$ cat config.mk
export PLATFORM = sky130hd
export DESIGN_NAME = gpio_edge_bank
export DESIGN_NICKNAME = d
export VERILOG_FILES = /design/src/rtl/gpio_bank_pkg.sv /design/src/rtl/gpio_sync.sv /design/src/rtl/gpio_regfile.sv /design/src/rtl/gpio_edge_det.sv /design/src/rtl/gpio_irq_pend.sv /design/src/rtl/gpio_pad_ctrl.sv /design/src/rtl/gpio_edge_bank.sv
export SDC_FILE = /design/constraint.sdc
export NUM_CORES = 1
export LEC_CHECK = 0
export ABC_AREA = 1
export BUFFER_PORTS_ARGS = -buffer_cell sky130_fd_sc_hd__buf_4
export CAP_MARGIN = 25
export CORE_MARGIN = 10
export CORE_UTILIZATION = 39
export DETAILED_ROUTE_END_ITERATION = 10
export SYNTH_ARGS = -nofsm -noshare
export SYNTH_HDL_FRONTEND = slang
export SYNTH_SLANG_ARGS = --single-unit
$ cat constraint.sdc
create_clock -name clk -period 1.6 [get_ports clk]
set_input_delay 0.16 -clock clk [delete_from_list [all_inputs] [get_ports clk]]
set_output_delay 0.16 -clock clk [all_outputs]
set_load 0.005 [all_outputs]
$ cat src/rtl/gpio_bank_pkg.sv
package gpio_bank_pkg;

  // Per-port 2-bit configuration field
  typedef enum logic [1:0] {
    CFG_PU_FALL = 2'b00,
    CFG_PU_RISE = 2'b01,
    CFG_OD_FALL = 2'b10,
    CFG_PP_RISE = 2'b11
  } port_cfg_e;

  function automatic logic cfg_rising(input logic [1:0] c);
    return c[0];
  endfunction

  function automatic logic cfg_is_input(input logic [1:0] c);
    return ~c[1];
  endfunction

  function automatic logic cfg_is_push_pull(input logic [1:0] c);
    return (c == CFG_PP_RISE);
  endfunction

endpackage

$ cat src/rtl/gpio_sync.sv
module gpio_sync #(
  parameter int W = 32
) (
  input  logic         clk,
  input  logic         rst_n,
  input  logic [W-1:0] d_async,
  output logic [W-1:0] d_sync
);
  logic [W-1:0] meta_q;
  logic [W-1:0] sync_q;

  // Reset to 1 so that an idle pulled-up pad does not look like an edge
  for (genvar i = 0; i < W; i++) begin : g_bit
    always_ff @(posedge clk or negedge rst_n) begin
      if (!rst_n) begin
        meta_q[i] <= 1'b1;
        sync_q[i] <= 1'b1;
      end else begin
        meta_q[i] <= d_async[i];
        sync_q[i] <= meta_q[i];
      end
    end
  end

  assign d_sync = sync_q;
endmodule

$ cat src/rtl/gpio_regfile.sv
module gpio_regfile #(
  parameter int NUM_PORTS = 4,
  parameter int PORT_W    = 8,
  parameter int ADDR_W    = 8
) (
  input  logic                        clk,
  input  logic                        rst_n,
  input  logic [ADDR_W-1:0]           bus_addr,
  input  logic                        bus_wr,
  input  logic [PORT_W-1:0]           bus_wdata,
  input  logic [NUM_PORTS*PORT_W-1:0] pin_sync,
  output logic [PORT_W-1:0]           bus_rdata,
  output logic [NUM_PORTS*PORT_W-1:0] data_q,
  output logic [NUM_PORTS*PORT_W-1:0] en_q,
  output logic [2*NUM_PORTS-1:0]      cfg_q
);
  localparam int EN_BASE  = NUM_PORTS;
  localparam int CFG_ADDR = 2 * NUM_PORTS;
  localparam int CFG_W    = 2 * NUM_PORTS;

  for (genvar p = 0; p < NUM_PORTS; p++) begin : g_port
    always_ff @(posedge clk or negedge rst_n) begin
      if (!rst_n) begin
        data_q[p*PORT_W +: PORT_W] <= '1;
      end else if (bus_wr && bus_addr == ADDR_W'(p)) begin
        data_q[p*PORT_W +: PORT_W] <= bus_wdata;
      end
    end

    always_ff @(posedge clk or negedge rst_n) begin
      if (!rst_n) begin
        en_q[p*PORT_W +: PORT_W] <= '0;
      end else if (bus_wr && bus_addr == ADDR_W'(EN_BASE + p)) begin
        en_q[p*PORT_W +: PORT_W] <= bus_wdata;
      end
    end
  end

  // Config field must fit the data width (CFG_W <= PORT_W)
  always_ff @(posedge clk or negedge rst_n) begin
    if (!rst_n) begin
      cfg_q <= '0;
    end else if (bus_wr && bus_addr == ADDR_W'(CFG_ADDR)) begin
      cfg_q <= bus_wdata[CFG_W-1:0];
    end
  end

  // Only data-port addresses return anything; write-only slots read 0
  always_comb begin
    bus_rdata = '0;
    for (int p = 0; p < NUM_PORTS; p++) begin
      if (bus_addr == ADDR_W'(p)) begin
        bus_rdata = pin_sync[p*PORT_W +: PORT_W];
      end
    end
  end
endmodule

$ cat src/rtl/gpio_edge_det.sv
module gpio_edge_det
  import gpio_bank_pkg::*;
#(
  parameter int NUM_PORTS = 4,
  parameter int PORT_W    = 8
) (
  input  logic                        clk,
  input  logic                        rst_n,
  input  logic [NUM_PORTS*PORT_W-1:0] pin_sync,
  input  logic [NUM_PORTS*PORT_W-1:0] en_q,
  input  logic [2*NUM_PORTS-1:0]      cfg_q,
  output logic                        hit_any
);
  localparam int PINS = NUM_PORTS * PORT_W;

  logic [PINS-1:0] prev_q;
  logic [PINS-1:0] hit;

  always_ff @(posedge clk or negedge rst_n) begin
    if (!rst_n) prev_q <= '1;
    else        prev_q <= pin_sync;
  end

  for (genvar p = 0; p < NUM_PORTS; p++) begin : g_port
    logic [PORT_W-1:0] cur, old, rise, fall;
    assign cur  = pin_sync[p*PORT_W +: PORT_W];
    assign old  = prev_q[p*PORT_W +: PORT_W];
    assign rise = cur & ~old;
    assign fall = ~cur & old;
    assign hit[p*PORT_W +: PORT_W] =
      (cfg_rising(cfg_q[2*p +: 2]) ? rise : fall) & en_q[p*PORT_W +: PORT_W];
  end

  assign hit_any = |hit;
endmodule

$ cat src/rtl/gpio_irq_pend.sv
module gpio_irq_pend (
  input  logic clk,
  input  logic rst_n,
  input  logic set_evt,
  input  logic ack,
  output logic pend
);
  // Set wins over acknowledge
  always_ff @(posedge clk or negedge rst_n) begin
    if (!rst_n)       pend <= 1'b0;
    else if (set_evt) pend <= 1'b1;
    else if (ack)     pend <= 1'b0;
  end
endmodule

$ cat src/rtl/gpio_pad_ctrl.sv
module gpio_pad_ctrl
  import gpio_bank_pkg::*;
#(
  parameter int NUM_PORTS = 4,
  parameter int PORT_W    = 8
) (
  input  logic [NUM_PORTS*PORT_W-1:0] data_q,
  input  logic [2*NUM_PORTS-1:0]      cfg_q,
  output logic [NUM_PORTS*PORT_W-1:0] pad_dout,
  output logic [NUM_PORTS*PORT_W-1:0] pad_oe,
  output logic [NUM_PORTS*PORT_W-1:0] pad_pu
);
  assign pad_dout = data_q;

  for (genvar p = 0; p < NUM_PORTS; p++) begin : g_port
    logic [1:0] c;
    assign c = cfg_q[2*p +: 2];
    always_comb begin
      if (cfg_is_input(c)) begin
        pad_pu[p*PORT_W +: PORT_W] = '1;
        pad_oe[p*PORT_W +: PORT_W] = '0;
      end else if (cfg_is_push_pull(c)) begin
        pad_pu[p*PORT_W +: PORT_W] = '0;
        pad_oe[p*PORT_W +: PORT_W] = '1;
      end else begin
        pad_pu[p*PORT_W +: PORT_W] = '0;
        pad_oe[p*PORT_W +: PORT_W] = ~data_q[p*PORT_W +: PORT_W];
      end
    end
  end
endmodule

$ cat src/rtl/gpio_edge_bank.sv
module gpio_edge_bank #(
  parameter int NUM_PORTS = 4,
  parameter int PORT_W    = 8,
  parameter int ADDR_W    = 8,
  localparam int PINS     = NUM_PORTS * PORT_W
) (
  input  logic              clk,
  input  logic              rst_n,
  input  logic [ADDR_W-1:0] bus_addr,
  input  logic              bus_wr,
  input  logic [PORT_W-1:0] bus_wdata,
  output logic [PORT_W-1:0] bus_rdata,
  input  logic [PINS-1:0]   pad_in,
  output logic [PINS-1:0]   pad_dout,
  output logic [PINS-1:0]   pad_oe,
  output logic [PINS-1:0]   pad_pu,
  output logic              irq,
  input  logic              irq_ack
);
  logic [PINS-1:0]        pin_sync;
  logic [PINS-1:0]        data_q;
  logic [PINS-1:0]        en_q;
  logic [2*NUM_PORTS-1:0] cfg_q;
  logic                   hit_any;

  gpio_sync #(.W(PINS)) u_sync (
    .clk(clk), .rst_n(rst_n), .d_async(pad_in), .d_sync(pin_sync)
  );

  gpio_regfile #(.NUM_PORTS(NUM_PORTS), .PORT_W(PORT_W), .ADDR_W(ADDR_W)) u_regs (
    .clk(clk), .rst_n(rst_n), .bus_addr(bus_addr), .bus_wr(bus_wr),
    .bus_wdata(bus_wdata), .pin_sync(pin_sync), .bus_rdata(bus_rdata),
    .data_q(data_q), .en_q(en_q), .cfg_q(cfg_q)
  );

  gpio_edge_det #(.NUM_PORTS(NUM_PORTS), .PORT_W(PORT_W)) u_edge (
    .clk(clk), .rst_n(rst_n), .pin_sync(pin_sync), .en_q(en_q),
    .cfg_q(cfg_q), .hit_any(hit_any)
  );

  gpio_irq_pend u_pend (
    .clk(clk), .rst_n(rst_n), .set_evt(hit_any), .ack(irq_ack), .pend(irq)
  );

  gpio_pad_ctrl #(.NUM_PORTS(NUM_PORTS), .PORT_W(PORT_W)) u_pad (
    .data_q(data_q), .cfg_q(cfg_q), .pad_dout(pad_dout),
    .pad_oe(pad_oe), .pad_pu(pad_pu)
  );
endmodule

==> results <==
- The run finished, with violations left.
- The checks that failed: negative setup slack.
- The worst hold margin is a little over 0.2 ns.
- The final clock skew is 0.006322 ns.
- The routed length per placed instance is between 15 and 20 um.
- The number of pins exceeding their max-slew limit in the final report came to 0.
- The number of antenna diodes in the final layout is 0.
- In this run the tightest slew margin relative to its limit is 0.6487.
- The area enclosed by the die boundary is ~24000 um^2.
- The worst setup path startpoint is u_sync.d_sync[5].
- The routed design could run at a clock period as short as between 1.5 and 2 ns.
- In this run the remaining antenna-violating nets after routing total 0.
- The first TritonRoute pass finished after 5 iterations.
- In this run the most critical hold path is launched from bus_wdata[3].
- The most critical setup path has its endpoint at bus_rdata[5].
- The post-synthesis cell count is 693.
- The register bit count reported by yosys is ~170.
- The first global-routing pass estimated 29620 um of wire.
- The post-synthesis cell type count is 30.
- The die is between 150 and 200 um wide.
- In this design, the critical path's most frequently occurring cell is nand2_1.
- The power density relative to cell area is 1061 nW/um^2.
- Measured in cells, the most critical reg-to-reg path has a length of 10.
- The mean number of vias per cell is roughly 4.7.
- The total of endpoints with negative setup slack in the final report is 8.
- The endpoint required time on the critical path is ~1.4 ns.
- VDD sags by at most around 0.7 mV.
- The die is about 150 um tall.
- STA classifies the critical path startpoint as a flop.
- The count of buffers added on input and output ports is 156.
- The maximum clock path buffer count is 2.
- In the finished design, the share of the clock period the worst path needs comes to 1.035.
- Broken down by cell family, the worst path's largest delay share belongs to flip-flops.
- In the routed design, unresolved DRC markers number 0.
- The worst min-delay path category is input port to flop.
- The type of element capturing the critical path is an output port.
- The number of nets handed over by synthesis was 745.
- Max-cap violations in this run came to 0.
- The number of antenna violations at the first check in global routing is 0.
- Setup repair after global routing could not meet its margin everywhere.
- The endpoint of the worst register-to-register path is u_pend.pend.
- The clock latency on the worst-skew pair is roughly 0.43 ns.
- The critical path goes through nand2_1 -> nand2_1 -> nand3_2 -> a21oi_2 -> buf_4.
- The clock transition at the registers of the reported paths is roughly 0.07 ns.
- In this run the cell area of the synthesized design comes to 7048 um^2.
- The arrival time of data at the critical path endpoint is approximately 1.5 ns.
- The total clock buffers created by CTS is 17.
- The count of cell instances traversed by the critical path is 5.
- The post-placement worst setup slack is around 0.0019 ns.
- The overall global routing resource usage is 0.1574.
- TritonCTS built the clock tree.
- The total overflow left after global routing is 0.
- The total detailed-routing wirelength is around 19000 um.
- The routability congestion estimate from global placement is 0.8490.
- The area of the core is ~18000 um^2.
- The clock net in this run drives a total of 169 sinks.
- The fraction of layout cells with a size suffix above 1 is 0.4606.
- In this run the number of H-tree levels came out at 4.
- For this run, the register share of the synthesized area comes to 0.6228.
- The register-to-register path setup slack is between 0.1 and 0.15 ns.
- After synthesis, the mean cell area works out to about 10 um^2.
- The actual transition at the worst max-transition pin is between 0.5 and 0.6 ns.
- The maximum clock rate is 603.6 MHz.
- The number of hold-slack violations in the final timing report is 0.
- The number of buffers and inverters on the critical path is 1.
- The largest stage delay on the critical path is 0.57 ns.
- The number of warnings reported in the yosys synthesis log is 0.
- The largest fanout on the critical path is 2.
- The root buffer cell chosen for the clock tree is clkbuf_16.
- The initial cell density of the core is 0.3950.
- The number of global-route vias before repair is about 5300.
- The total I/O pin count is roughly 160.
- The iteration-0 DRC count of the detailed router is 430.
- Detailed placement ended at an HPWL of around 13000 um.
- In this run the core area contains slightly below 50 standard-cell rows.
- The instance count along the most critical hold path is 3.
- The cell with the largest stage delay on the worst path is dfstp_2.
- Setup slack on the critical path of the routed design comes to -0.05675 ns.
- Summed over all cells, the static leakage comes to roughly 0.0044 uW.
- The final layout net count is 940.
- The area growth from synthesis to layout is 34.69%.
- The final-layout fill cell count is around 1600.
- The detailed router placed around 5300 vias in this run.
- The source of the worst register-to-register timing path is u_sync.d_sync[6].
- The critical path is of the flop to output port type.
- The largest net degree at the start of global routing is 45.
worst register-to-register path, stage by stage, from the launching register on:
cell and delay [ns]:
dfstp_2 0.57, buf_4 0.13, nor2_1 0.04, nand2_1 0.05
nand2_1 0.05, nand2_1 0.05, nand2_1 0.06, nor2_1 0.10
nand2_1 0.08, nor2_2 0.15, nand3_2 0.10
flip-flops by register name, indices dropped and copies added, names as in the netlist:
name           flops
u_regs.cfg_q       8
u_pend.pend        1
u_edge.prev_q     32
u_sync.d_sync     32
u_regs.data_q     32
u_sync.meta_q     32
u_regs.en_q       32
cell usage after synthesis, drive strengths merged:
library cell    n  area (um^2)
o211ai          8        108.9
a21boi          2        15.01
buf            44        367.8
clkbuf          6        32.53
nand3b          3        22.52
o21bai          1        7.510
dfrtp          41         1026
o21ai          94        470.5
nand2         181        727.0
nor2           31        146.4
inv            53        198.9
a21oi          41        235.2
nand4           4        25.02
nand3          51        270.3
clkinv          4        15.01
nor3            1        16.27
dfstp         128         3363
per-layer routing:
metal	up-vias	GRT usage	wire (um)
met4	0	0.04768	259
met1	2538	0.2049	8362
met5	-	0	0
li1	2614	-	-
met2	172	0.2429	8539
met3	17	0.05297	1455
worst min path at each step:
stage / end / slack, ns
floorplan: u_pend.pend / -0.14
global placement: u_regs.en_q[4] / 0.13
detailed placement: u_regs.en_q[4] / 0.13
CTS: u_regs.data_q[4] / 0.20
global route: u_regs.data_q[4] / 0.23
finish: u_regs.en_q[19] / 0.20
placed cells by master, fill, tap and decap left out, drive strengths merged:
master / Yosys / routed
a21boi: 2 / 2
a21oi: 41 / 41
buf: 44 / 193
bufinv: 0 / 3
clkbuf: 6 / 20
clkinv: 4 / 5
clkinvlp: 0 / 1
dfrtp: 41 / 41
dfstp: 128 / 128
dlygate4sd3: 0 / 33
inv: 53 / 60
nand2: 181 / 181
nand3: 51 / 51
nand3b: 3 / 3
nand4: 4 / 4
nor2: 31 / 31
nor3: 1 / 1
o211ai: 8 / 8
o21ai: 94 / 94
o21bai: 1 / 1
cell families after synthesis:
group | synth area share
flip-flops | 0.6228
AND/OR/NAND/NOR | 0.1713
AO/OA/AOI/OAI | 0.1188
buffers and inverters | 0.08716
layout make-up:
| cell class | count | area [um^2] | share of cell area |
|---|---|---|---|
| Clock inverter | 12 | 158.9 | 0.01674 |
| Sequential cell | 169 | 4389 | 0.4624 |
| Multi-Input combinational cell | 417 | 2115 | 0.2227 |
| Clock buffer | 20 | 467.9 | 0.04929 |
| Timing Repair Buffer | 226 | 1849 | 0.1948 |
| Inverter | 57 | 226.5 | 0.02386 |
| Tap cell | 229 | 286.5 | 0.03018 |
stage by stage:
step                  util  cell area [um^2]  total power (uW)  instances  setup TNS, ns
floorplan                -              7048              5168        693              0
global placement    0.4707              8397              5707       1058              0
detailed placement  0.4707              8397              5722       1058              0
CTS                 0.5285              9429             10190       1128        -0.7125
global route        0.5321              9493             10530       1130         -1.086
finish              0.5321              9493             10070       1130        -0.3248
power by group:
part / switching, uW / internal [uW] / leakage [uW] / total (uW)
Combinational: 492 / 466 / 0.00223 / 958
Clock: 1730 / 2610 / 0.000307 / 4340
Sequential: 149 / 4630 / 0.00190 / 4780
Total: 2370 / 7700 / 0.00444 / 10100
repair_timing:
item / in CTS / in global routing
setup endpoints to repair: 40 / 23
gates resized for setup: 17 / 15
setup buffers: 8 / 2
hold buffers: 33 / 0
pin swaps: 12 / 12
endpoints found under the hold margin: 47 / 0
No activity file was read; power rests on OpenSTA's default activity.
